**src/rtl/secded_pkg.sv**
```systemverilog
`timescale 1ns/1ps
package secded_pkg;
    localparam int DATA_W = 8;
    localparam int CHK_W  = 4;
    localparam int HAM_W  = 12;
    localparam int WORD_W = HAM_W + 1;

    typedef logic [HAM_W:1]    ham_t;
    typedef logic [DATA_W-1:0] byte_t;
    typedef logic [CHK_W-1:0]  syn_t;

    typedef enum logic [2:0] {
        ERR_NONE,
        ERR_SINGLE,
        ERR_PARITY,
        ERR_DOUBLE,
        ERR_RANGE
    } err_kind_t;

    function automatic logic is_pow2(int p);
        return (p & (p - 1)) == 0;
    endfunction

    // positions whose index has bit k set
    function automatic ham_t cover_mask(int k);
        ham_t m;
        m = '0;
        for (int p = 1; p <= HAM_W; p++)
            m[p] = ((p >> k) & 1) == 1;
        return m;
    endfunction

    function automatic ham_t place_data(byte_t d);
        ham_t h;
        int   k;
        h = '0;
        k = 0;
        for (int p = 1; p <= HAM_W; p++) begin
            if (!is_pow2(p)) begin
                h[p] = d[k];
                k++;
            end
        end
        return h;
    endfunction

    function automatic byte_t pick_data(ham_t h);
        byte_t d;
        int    k;
        d = '0;
        k = 0;
        for (int p = 1; p <= HAM_W; p++) begin
            if (!is_pow2(p)) begin
                d[k] = h[p];
                k++;
            end
        end
        return d;
    endfunction

    function automatic syn_t calc_syn(ham_t h);
        syn_t s;
        s = '0;
        for (int p = 1; p <= HAM_W; p++)
            if (h[p]) s = s ^ syn_t'(p);
        return s;
    endfunction
endpackage

```
**src/rtl/secded_enc.sv**
```systemverilog
`timescale 1ns/1ps
module secded_enc
    import secded_pkg::*;
(
    input  byte_t              data_i,
    output logic [WORD_W-1:0]  word_o
);
    ham_t             placed;
    ham_t             full;
    logic [CHK_W-1:0] chk;

    assign placed = place_data(data_i);

    for (genvar k = 0; k < CHK_W; k++) begin : g_chk
        assign chk[k] = ^(placed & cover_mask(k));
    end

    always_comb begin
        full = placed;
        for (int k = 0; k < CHK_W; k++)
            full[1 << k] = chk[k];
    end

    assign word_o = {^full, full};
endmodule

```
**src/rtl/secded_dec.sv**
```systemverilog
`timescale 1ns/1ps
module secded_dec
    import secded_pkg::*;
(
    input  logic [WORD_W-1:0] word_i,
    output byte_t             data_o,
    output syn_t              syn_o,
    output logic              fixed_o,
    output logic              fatal_o
);
    ham_t      h;
    ham_t      repaired;
    syn_t      syn;
    logic      par_bad;
    err_kind_t kind;

    assign h       = word_i[HAM_W-1:0];
    assign syn     = calc_syn(h);
    assign par_bad = ^word_i;

    always_comb begin
        if (syn == '0)
            kind = par_bad ? ERR_PARITY : ERR_NONE;
        else if (!par_bad)
            kind = ERR_DOUBLE;
        else if (syn <= syn_t'(HAM_W))
            kind = ERR_SINGLE;
        else
            kind = ERR_RANGE;
    end

    always_comb begin
        repaired = h;
        fixed_o  = 1'b0;
        fatal_o  = 1'b0;
        unique case (kind)
            ERR_NONE:   ;
            ERR_SINGLE: begin
                repaired = h ^ (ham_t'(1) << (syn - 1'b1));
                fixed_o  = 1'b1;
            end
            ERR_PARITY: fixed_o = 1'b1;
            ERR_DOUBLE: fatal_o = 1'b1;
            ERR_RANGE:  fatal_o = 1'b1;
            default:    fatal_o = 1'b1;
        endcase
    end

    assign data_o = pick_data(repaired);
    assign syn_o  = syn;
endmodule

```
**src/rtl/secded_stage.sv**
```systemverilog
`timescale 1ns/1ps
module secded_stage #(
    parameter int W       = 8,
    parameter bit REG_OUT = 1'b1
) (
    input  logic         clk,
    input  logic         rst_n,
    input  logic [W-1:0] d_i,
    output logic [W-1:0] q_o
);
    if (REG_OUT) begin : g_reg
        always_ff @(posedge clk or negedge rst_n) begin
            if (!rst_n) q_o <= '0;
            else        q_o <= d_i;
        end
    end else begin : g_wire
        assign q_o = d_i;
    end
endmodule

```
**src/rtl/secded_codec.sv**
```systemverilog
`timescale 1ns/1ps
module secded_codec
    import secded_pkg::*;
#(
    parameter bit REG_OUT = 1'b1
) (
    input  logic              clk,
    input  logic              rst_n,
    input  logic [7:0]        enc_data_i,
    output logic [12:0]       enc_word_o,
    input  logic [12:0]       dec_word_i,
    output logic [7:0]        dec_data_o,
    output logic [3:0]        dec_syn_o,
    output logic              dec_fixed_o,
    output logic              dec_fatal_o
);
    localparam int DEC_W = DATA_W + CHK_W + 2;

    logic [WORD_W-1:0] enc_word_c;
    byte_t             dec_data_c;
    syn_t              dec_syn_c;
    logic              dec_fixed_c;
    logic              dec_fatal_c;
    logic [DEC_W-1:0]  dec_bundle_q;

    secded_enc u_enc (
        .data_i (enc_data_i),
        .word_o (enc_word_c)
    );

    secded_dec u_dec (
        .word_i  (dec_word_i),
        .data_o  (dec_data_c),
        .syn_o   (dec_syn_c),
        .fixed_o (dec_fixed_c),
        .fatal_o (dec_fatal_c)
    );

    secded_stage #(.W(WORD_W), .REG_OUT(REG_OUT)) u_enc_stage (
        .clk   (clk),
        .rst_n (rst_n),
        .d_i   (enc_word_c),
        .q_o   (enc_word_o)
    );

    secded_stage #(.W(DEC_W), .REG_OUT(REG_OUT)) u_dec_stage (
        .clk   (clk),
        .rst_n (rst_n),
        .d_i   ({dec_data_c, dec_syn_c, dec_fixed_c, dec_fatal_c}),
        .q_o   (dec_bundle_q)
    );

    assign {dec_data_o, dec_syn_o, dec_fixed_o, dec_fatal_o} = dec_bundle_q;
endmodule

```
**config.mk**
```make
export PLATFORM = sky130hd
export DESIGN_NAME = secded_codec
export DESIGN_NICKNAME = d
export VERILOG_FILES = /design/src/rtl/secded_pkg.sv /design/src/rtl/secded_enc.sv /design/src/rtl/secded_dec.sv /design/src/rtl/secded_stage.sv /design/src/rtl/secded_codec.sv
export SDC_FILE = /design/constraint.sdc
export NUM_CORES = 1
export LEC_CHECK = 0
export ABC_CLOCK_PERIOD_IN_PS = 1100
export BUFFER_PORTS_ARGS = -buffer_cell sky130_fd_sc_hd__buf_2
export CORE_AREA = 5 5 57 59
export DETAILED_ROUTE_END_ITERATION = 8
export DIE_AREA = 0 0 62 64
export HOLD_SLACK_MARGIN = 0.12
export MAX_ROUTING_LAYER = met4
export PLACE_DENSITY = 0.79
export SETUP_SLACK_MARGIN = 0.2
export SLEW_MARGIN = 20
export SYNTH_ARGS = -nofsm -noshare
export SYNTH_HDL_FRONTEND = slang
export SYNTH_SLANG_ARGS = --single-unit
```
**constraint.sdc**
```tcl
create_clock -name clk -period 1.1 [get_ports clk]
set_clock_uncertainty 0.1 [all_clocks]
set_input_delay 0.11 -clock clk [delete_from_list [all_inputs] [get_ports clk]]
set_output_delay 0.11 -clock clk [all_outputs]
set_load 0.02 [all_outputs]
```
==> results of run 1 <==
[registers in the layout (all words and copies together), names as in the netlist]
register,count
u_dec_stage.q_o,14
u_enc_stage.q_o,13
[worst max-delay path, stage by stage]
cell	delay (ns)
buf_6	0.11
xnor2_2	0.18
xor3_2	0.50
nand2_2	0.10
inv_2	0.05
buf_4	0.12
buf_4	0.12
buf_6	0.12
maj3_2	0.30
a21oi_2	0.15
[repair_timing]
| item | 4_1_cts | 5_1_grt |
|---|---|---|
| hold buffers | 11 | 6 |
| endpoints found under the setup margin | 41 | 72 |
| gates resized for setup | 75 | 29 |
| pin swaps | 11 | 10 |
| cloned | 0 | 0 |
| setup buffers | 4 | 4 |
| hold endpoints to repair | 47 | 16 |
[per-stage QoR]
step                      instances  util, %  TNS [ns]  worst slack (ns)
after floorplan                  99        -     -5.72            -0.787
after global placement          210     71.4     -8.30            -0.872
final                           235     93.1     -5.76            -0.612
after global routing            235     93.1     -6.90            -0.685
after CTS                       229     87.7     -4.63            -0.470
after detailed placement        210     71.4     -9.25            -0.939
[layout make-up]
class	count	area share (%)
multi-input combinational	67	32.4
sequential	27	27.2
inverter	5	1.16
clock buffer	4	1.06
tap	31	1.56
timing repair buffer	101	36.5
[cells by family (layout without fill, tap and decap cells)]
| kind of cell | Yosys count | in the layout | synth area share (%) |
|---|---|---|---|
| xor+xnor | 37 | 37 | 29.2 |
| flops | 27 | 27 | 52.5 |
| simple gates | 17 | 17 | 8.37 |
| compound gates | 10 | 10 | 5.45 |
| buf+inv | 5 | 110 | 1.85 |
| fa+ha+maj | 2 | 2 | 1.85 |
| mux | 1 | 1 | 0.778 |
[power groups by stage]
stage,Clock (W),Combinational [W],Sequential [W]
2_1_floorplan,0,0.000735,0.00149
3_3_place_gp,0,0.00169,0.00123
3_5_place_dp,0,0.00174,0.00124
4_1_cts,0.000422,0.00214,0.00127
5_1_grt,0.000490,0.00253,0.00129
6_report,0.000437,0.00243,0.00128
[how the worst max path moves through the flow]
stage | start | end | slack (ns) | cells after the start
2_1_floorplan | dec_word_i[6] | u_dec_stage.q_o[10] | -0.79 | 9
3_3_place_gp | dec_word_i[6] | u_dec_stage.q_o[10] | -0.87 | 10
3_5_place_dp | dec_word_i[6] | u_dec_stage.q_o[10] | -0.94 | 10
4_1_cts | dec_word_i[0] | u_dec_stage.q_o[11] | -0.47 | 10
5_1_grt | dec_word_i[2] | u_dec_stage.q_o[11] | -0.69 | 10
6_report | dec_word_i[2] | u_dec_stage.q_o[0] | -0.61 | 10
[per-layer routing]
metal | global-route usage [%] | part of all wire (%)
met1 | 21.2 | 37
met2 | 38.1 | 55
met3 | 3.22 | 5.9
met4 | 8.75 | 2.4
met5 | - | 0
[placed cells by master (no fill, tap or decap), drive strengths merged]
cell type	synthesis	final
dlymetal6s4s	0	1
o211ai	1	1
or2	1	1
a31oi	1	1
o21ba	1	1
dlygate4sd3	0	10
nand2b	1	1
clkinv	1	1
xnor2	28	28
nand4	3	3
inv	4	4
mux2i	1	1
nor4	1	1
buf	0	89
ha	1	1
a21oi	2	2
clkbuf	0	5
xnor3	2	2
nor2	2	2
xor3	1	1
a41oi	1	1
nor3	4	4
dfrtp	27	27
o21ai	4	4
xor2	6	6
maj3	1	1
nand2	5	5
==> flow_metrics.tcl, run 1 <==
set metrics [dict create \
    finalHoldViolCount 1 \
    post_dp_cell_area_mm2 0.00190 \
    ys_seq_area_share_pct 52.5 \
    clkPwrFrac_pct 10.6 \
    drive_above_1_share_pct 63.7 \
    wl_um 4820 \
    power.internal_w 0.00258 \
    seq_area_um2 676 \
    gr-usage-all-layers_pct 21.0 \
    path_max_fanout 3 \
    grt_max_degree 28 \
    io_buffer_count 49 \
    area_growth_pct 92.8 \
    wire_per_inst_um 20.5 \
    place_congestion 0.798 \
    avgViaCountPerCell 5.24 \
    netlist_instances 99 \
    dieArea_mm2 0.00397 \
    totalPowerFinal_w 0.00414 \
    hp-class "in -> reg" \
    arrival_ns 1.88 \
    path_class "in -> reg" \
    fin_crit_sh_pct 156 \
    fp.dieW_um 62 \
    ant_nets 0 \
    drc 0 \
    max_freq_mhz 584 \
    holdPathStages 3 \
    cts_buffer_depth 2 \
    whs_ns -0.00434 \
    vias 1231 \
    cts_made_buffers 3 \
    coreArea_mm2 0.00266 \
    multi_input_area_um2 805 \
    setup_viol 14 \
    hp-start "dec_word_i[2]" \
    p_sw_share_pct 37.8 \
    whs_endpoint "u_dec_stage.q_o[6]" \
    yosys.area.top_type "dfrtp_1" \
    synth_top_area_share_pct 52.5 \
    syn_nets 123 \
    cts_tree "done" \
    violations "hold timing, setup timing" \
    power.density_mw_per_mm2 1670 \
    layout_min_cycle_time_ns 1.71 \
    fillCellCount 85 \
    clk_pin_slew_ns 0.14 \
    synth-seq-cells 27 \
    avgSynthCellArea_um2 13.0 \
    grt_pass1_vias 1332 \
    ys_types 30 \
    maxSlewViolCount 0 \
    cellLeakagePower_nw 1.16 \
    synthTopCellsByCount "dfrtp_1, xnor2_1, xor2_1" \
    io_pins 50 \
    htreeDepth 1 \
    dr.pass1.iters 4 \
    relSlewSlack_pct 75.5 \
    setup_slack_ns -0.612 \
    endpoint_kind "flip-flop" \
    seq_power_share_pct 30.8 \
    cp-start-kind "primary input" \
    p_comb_share_pct 58.6 \
    initial_utilization_pct 48.3 \
    cts-root-buf "clkbuf_4" \
    synthArstFlopShare_pct 100 \
    max_cap_violations 0 \
    ys_warn_count 0 \
    grt_overflow 0 \
    antenna_found_initial 0 \
    grt_pass1_wl_um 5940 \
    rows 19 \
    vdd_drop_max_uv 1820 \
    synth_area_mm2 0.00129 \
    switching_power_w 0.00157 \
    diodes 0 \
    drt_iter0_drc 37 \
    worstPathRequired_ns 1.26 \
    synth_area_leaders "dfrtp_1, xnor2_1, xor2_1" \
    synth-main-ff-cell "dfrtp_1" \
    hpwl_um 2420 \
    nNetsFinal 229 \
    rsz0062_at_grt "true" \
    synth-edff-count 0 \
    cts_sinks 27 \
    tightest_slew_ns 0.368 \
    fin_area_mm2 0.00248 \
    status "finished with violations" \
    die_h_um 64 \
]
Power figures use the tool's default switching activity.
==> inputs of run 2 (changes only) <==
==> constraint.sdc (replaced) <==
create_clock -name clk -period 1.1 [get_ports clk]
set_clock_uncertainty 0.1 [all_clocks]
set_input_delay 0.22 -clock clk [delete_from_list [all_inputs] [get_ports clk]]
set_output_delay 0.22 -clock clk [all_outputs]
set_load 0.02 [all_outputs]
==> run 2 against run 1 <==
The run now fails in 5_1_grt; area after synthesis did not move; synthesized cell count unchanged.
==> flow_metrics.tcl, run 2 <==
set metrics [dict create \
    stop_stage "5_1_grt" \
    status "stopped before the end" \
    synth-adder-area-share_pct 1.85 \
    synthArstFlopShare_pct 100 \
    htreeDepth 1 \
    ys_types 30 \
    worst_endpoint "u_dec_stage.q_o[10]$_DFF_PN0_/D" \
    avgSynthCellArea_um2 13.0 \
    rows 19 \
    die_h_um 64 \
    yosys.area.top_type "dfrtp_1" \
    synth_compound_area_share_pct 5.45 \
    yosys.area_share.simple_pct 8.37 \
    synth_mux_area_share_pct 0.778 \
    syn_nets 123 \
    cts_made_buffers 3 \
    antenna_found_initial 2 \
    worst-ep-kind "register data pin" \
    synth_top_area_share_pct 52.5 \
    dp_slack_ns -1.05 \
    hpwl_um 2370 \
    synth_area_leaders "dfrtp_1, xnor2_1, xor2_1" \
    tool.error "[ERROR DPL-0033] detailed placement checks failed during check placement." \
    initial_utilization_pct 48.3 \
    synthTopCellsByCount "dfrtp_1, xnor2_1, xor2_1" \
    netlist_instances 99 \
    place_congestion 0.813 \
    synth-seq-cells 27 \
    cts-root-buf "clkbuf_4" \
    io_buffer_count 49 \
    synth_top_family_by_area "XOR/XNOR gates" \
    synth-main-ff-cell "dfrtp_1" \
    cts_sinks 27 \
    synth-edff-count 0 \
    synthXorXnorAreaFrac_pct 29.2 \
    synth_area_mm2 0.00129 \
    ys_seq_area_share_pct 52.5 \
    io_pins 50 \
    fp.dieW_um 62 \
    ys_warn_count 0 \
    cts_buffer_depth 2 \
    grt_max_degree 28 \
]
==> run 2: cells by family after synthesis <==
kind of cell,after synthesis
XOR/XNOR,37
AND/OR/NAND/NOR,17
multiplexers,1
buffers and inverters,5
flip-flops,27
adder cells (fa/ha/maj),2
AO/OA/AOI/OAI,10
==> run 2: through the flow <==
step	utilization, %	area, um^2	cells	setup TNS, ns
4_1_cts	92.8	2470	229	-7.67
3_5_place_dp	72.2	1920	211	-10.72
3_3_place_gp	72.2	1920	211	-10.05
2_1_floorplan	-	1390	99	-6.95
==> run 2: repair_timing <==
item / 4_1_cts
pin swaps: 20
buffers inserted: 5
gates cloned: 0
gates resized for setup: 99
hold buffers: 9
hold endpoints to repair: 43
endpoints found under the setup margin: 42
==> inputs of run 3 (changes only) <==
--- a/config.mk
+++ b/config.mk
@@ -7,13 +7,10 @@
 export LEC_CHECK = 0
 export ABC_CLOCK_PERIOD_IN_PS = 1100
 export BUFFER_PORTS_ARGS = -buffer_cell sky130_fd_sc_hd__buf_2
-export CORE_AREA = 5 5 57 59
+export CORE_AREA = 5 5 67 69
 export DETAILED_ROUTE_END_ITERATION = 8
-export DIE_AREA = 0 0 62 64
-export HOLD_SLACK_MARGIN = 0.12
-export MAX_ROUTING_LAYER = met4
-export PLACE_DENSITY = 0.79
-export SETUP_SLACK_MARGIN = 0.2
+export DIE_AREA = 0 0 72 74
+export PLACE_DENSITY_LB_ADDON = 0.15
 export SLEW_MARGIN = 20
 export SYNTH_ARGS = -nofsm -noshare
 export SYNTH_HDL_FRONTEND = slang
==> run 3 against run 2 <==
The flow now finishes, with violations (setup timing).
==> flow_metrics.tcl, run 3 (synthesized netlist as in run 1, its figures left out) <==
set metrics [dict create \
    status "finished with violations" \
    violations "setup timing" \
    cts_sinks 27 \
    arrival_ns 1.80 \
    fin_setup_tns_ns -6.10 \
    cp-start-kind "primary input" \
    hp-class "in -> reg" \
    drt_iter0_drc 18 \
    grt_pass1_wl_um 5000 \
    max_cap_violations 0 \
    layout_min_cycle_time_ns 1.75 \
    cellLeakagePower_nw 1.10 \
    area_growth_pct 82.3 \
    fillCellCount 317 \
    dieArea_mm2 0.00533 \
    m1WireLength_um 1050 \
    avgViaCountPerCell 4.26 \
    critPathMaxStageDelay_ns 0.47 \
    path_class "in -> reg" \
    path_max_fanout 3 \
    relSlewSlack_pct 79.6 \
    grt_overflow 0 \
    clk_pin_slew_ns 0.08 \
    top_layer_used "met4" \
    finalHoldViolCount 0 \
    seq_power_share_pct 32.2 \
    cts_made_buffers 3 \
    maxSlewViolCount 0 \
    fin_crit_sh_pct 159 \
    largest_register_ffs 14 \
    route.met2.wl_um 1730 \
    hpwl_um 2460 \
    drc 0 \
    grt_pass1_vias 1149 \
    cts_buffer_depth 2 \
    nNetsFinal 219 \
    vdd_drop_max_uv 667 \
    dp_slack_ns -1.07 \
    vias 1039 \
    utilization_pct 60.8 \
    max_freq_mhz 571 \
    wire_per_inst_um 12.2 \
    io_pins 50 \
    regMostFlops "u_dec_stage.q_o" \
    place_congestion 0.809 \
    rsz0062_at_grt "true" \
    antenna_found_initial 0 \
    power.density_mw_per_mm2 1670 \
    wl_um 2970 \
    fp.dieW_um 72 \
    htreeDepth 1 \
    grt_max_degree 16 \
    gr-usage-all-layers_pct 12.1 \
    final_common_cell "buf_4" \
    critical_path.top_delay_family "XOR/XNOR gates" \
    power.internal_w 0.00259 \
    wl_met3_um 171 \
    totalPowerFinal_w 0.00392 \
    worst-path-buf-inv 2 \
    cts-root-buf "clkbuf_8" \
    clkPwrFrac_pct 13.4 \
    tightest_slew_ns 0.306 \
    diodes 0 \
    coreArea_mm2 0.00386 \
    final_cell_mix "buf_4, buf_6, dfrtp_1" \
    die_h_um 74 \
    drive_above_1_share_pct 65.5 \
    p_sw_share_pct 34.0 \
    worstPathRequired_ns 1.15 \
    rows 23 \
    dr.pass1.iters 3 \
    critical_path.slowest_cell "xor3_2" \
    setup_viol 15 \
    p_comb_share_pct 54.4 \
    largestRegisters "u_dec_stage.q_o (14), u_enc_stage.q_o (13)" \
    io_buffer_count 49 \
    cts_tree "done" \
    initial_utilization_pct 33.4 \
    crit_path_cell_trace "buf_8 > xnor2_4 > xor3_2 > nand2_2 > inv_2 > ha_4 > nand2b_4 > nor3_2 > o21ai_1 > xnor2_1" \
    switching_power_w 0.00133 \
    endpoint_kind "flip-flop" \
    ant_nets 0 \
    setup_slack_ns -0.652 \
]
run 3: path summary, 6_finish.rpt:
path                                        to  cells after the start  slack, ns           from
worst max-delay path       u_dec_stage.q_o[10]                     10      -0.65  dec_word_i[5]
min in group asynchronous   u_enc_stage.q_o[4]                      2       0.27          rst_n
max in group asynchronous   u_dec_stage.q_o[2]                      3       0.22          rst_n
worst min-delay path        u_enc_stage.q_o[8]                      1       0.01  enc_data_i[4]
run 3: power by group through the flow:
stage | logic, W | clock network [W] | registers, W
2_1_floorplan | 0.000728 | 0 | 0.00149
3_3_place_gp | 0.00170 | 0 | 0.00123
3_5_place_dp | 0.00171 | 0 | 0.00124
4_1_cts | 0.00199 | 0.000551 | 0.00125
5_1_grt | 0.00229 | 0.000584 | 0.00129
6_report | 0.00213 | 0.000526 | 0.00126
run 3: per-layer routing:
metal,vias to the layer above,global-route usage [%]
li1,513,-
met1,494,13.4
met2,30,23.4
met3,2,1.62
met4,0,5.01
met5,-,0
run 3: repair_timing:
action / in CTS / in global routing
endpoints found under the hold margin: 13 / 0
endpoints found under the setup margin: 30 / 40
hold buffers: 1 / 0
buffers inserted: 5 / 3
gates resized for setup: 47 / 35
pin swaps: 11 / 8
run 3: final cells by class:
type | count | area, um^2 | share of cell area, %
clock buffer | 4 | 45.0 | 1.92
inverter | 5 | 26.3 | 1.12
multi-input combinational | 67 | 768 | 32.8
sequential | 27 | 676 | 28.8
tap | 50 | 62.6 | 2.67
timing repair buffer | 91 | 767 | 32.7
run 3: stage by stage:
stage               hold slack [ns]  cells  instance area, um^2
detailed placement           0.0314    232                 1930
CTS                         0.00536    242                 2200
floorplan                    -0.176     99                 1360
global route               0.000783    244                 2340
global placement             0.0278    232                 1930
finish                      0.00998    244                 2340
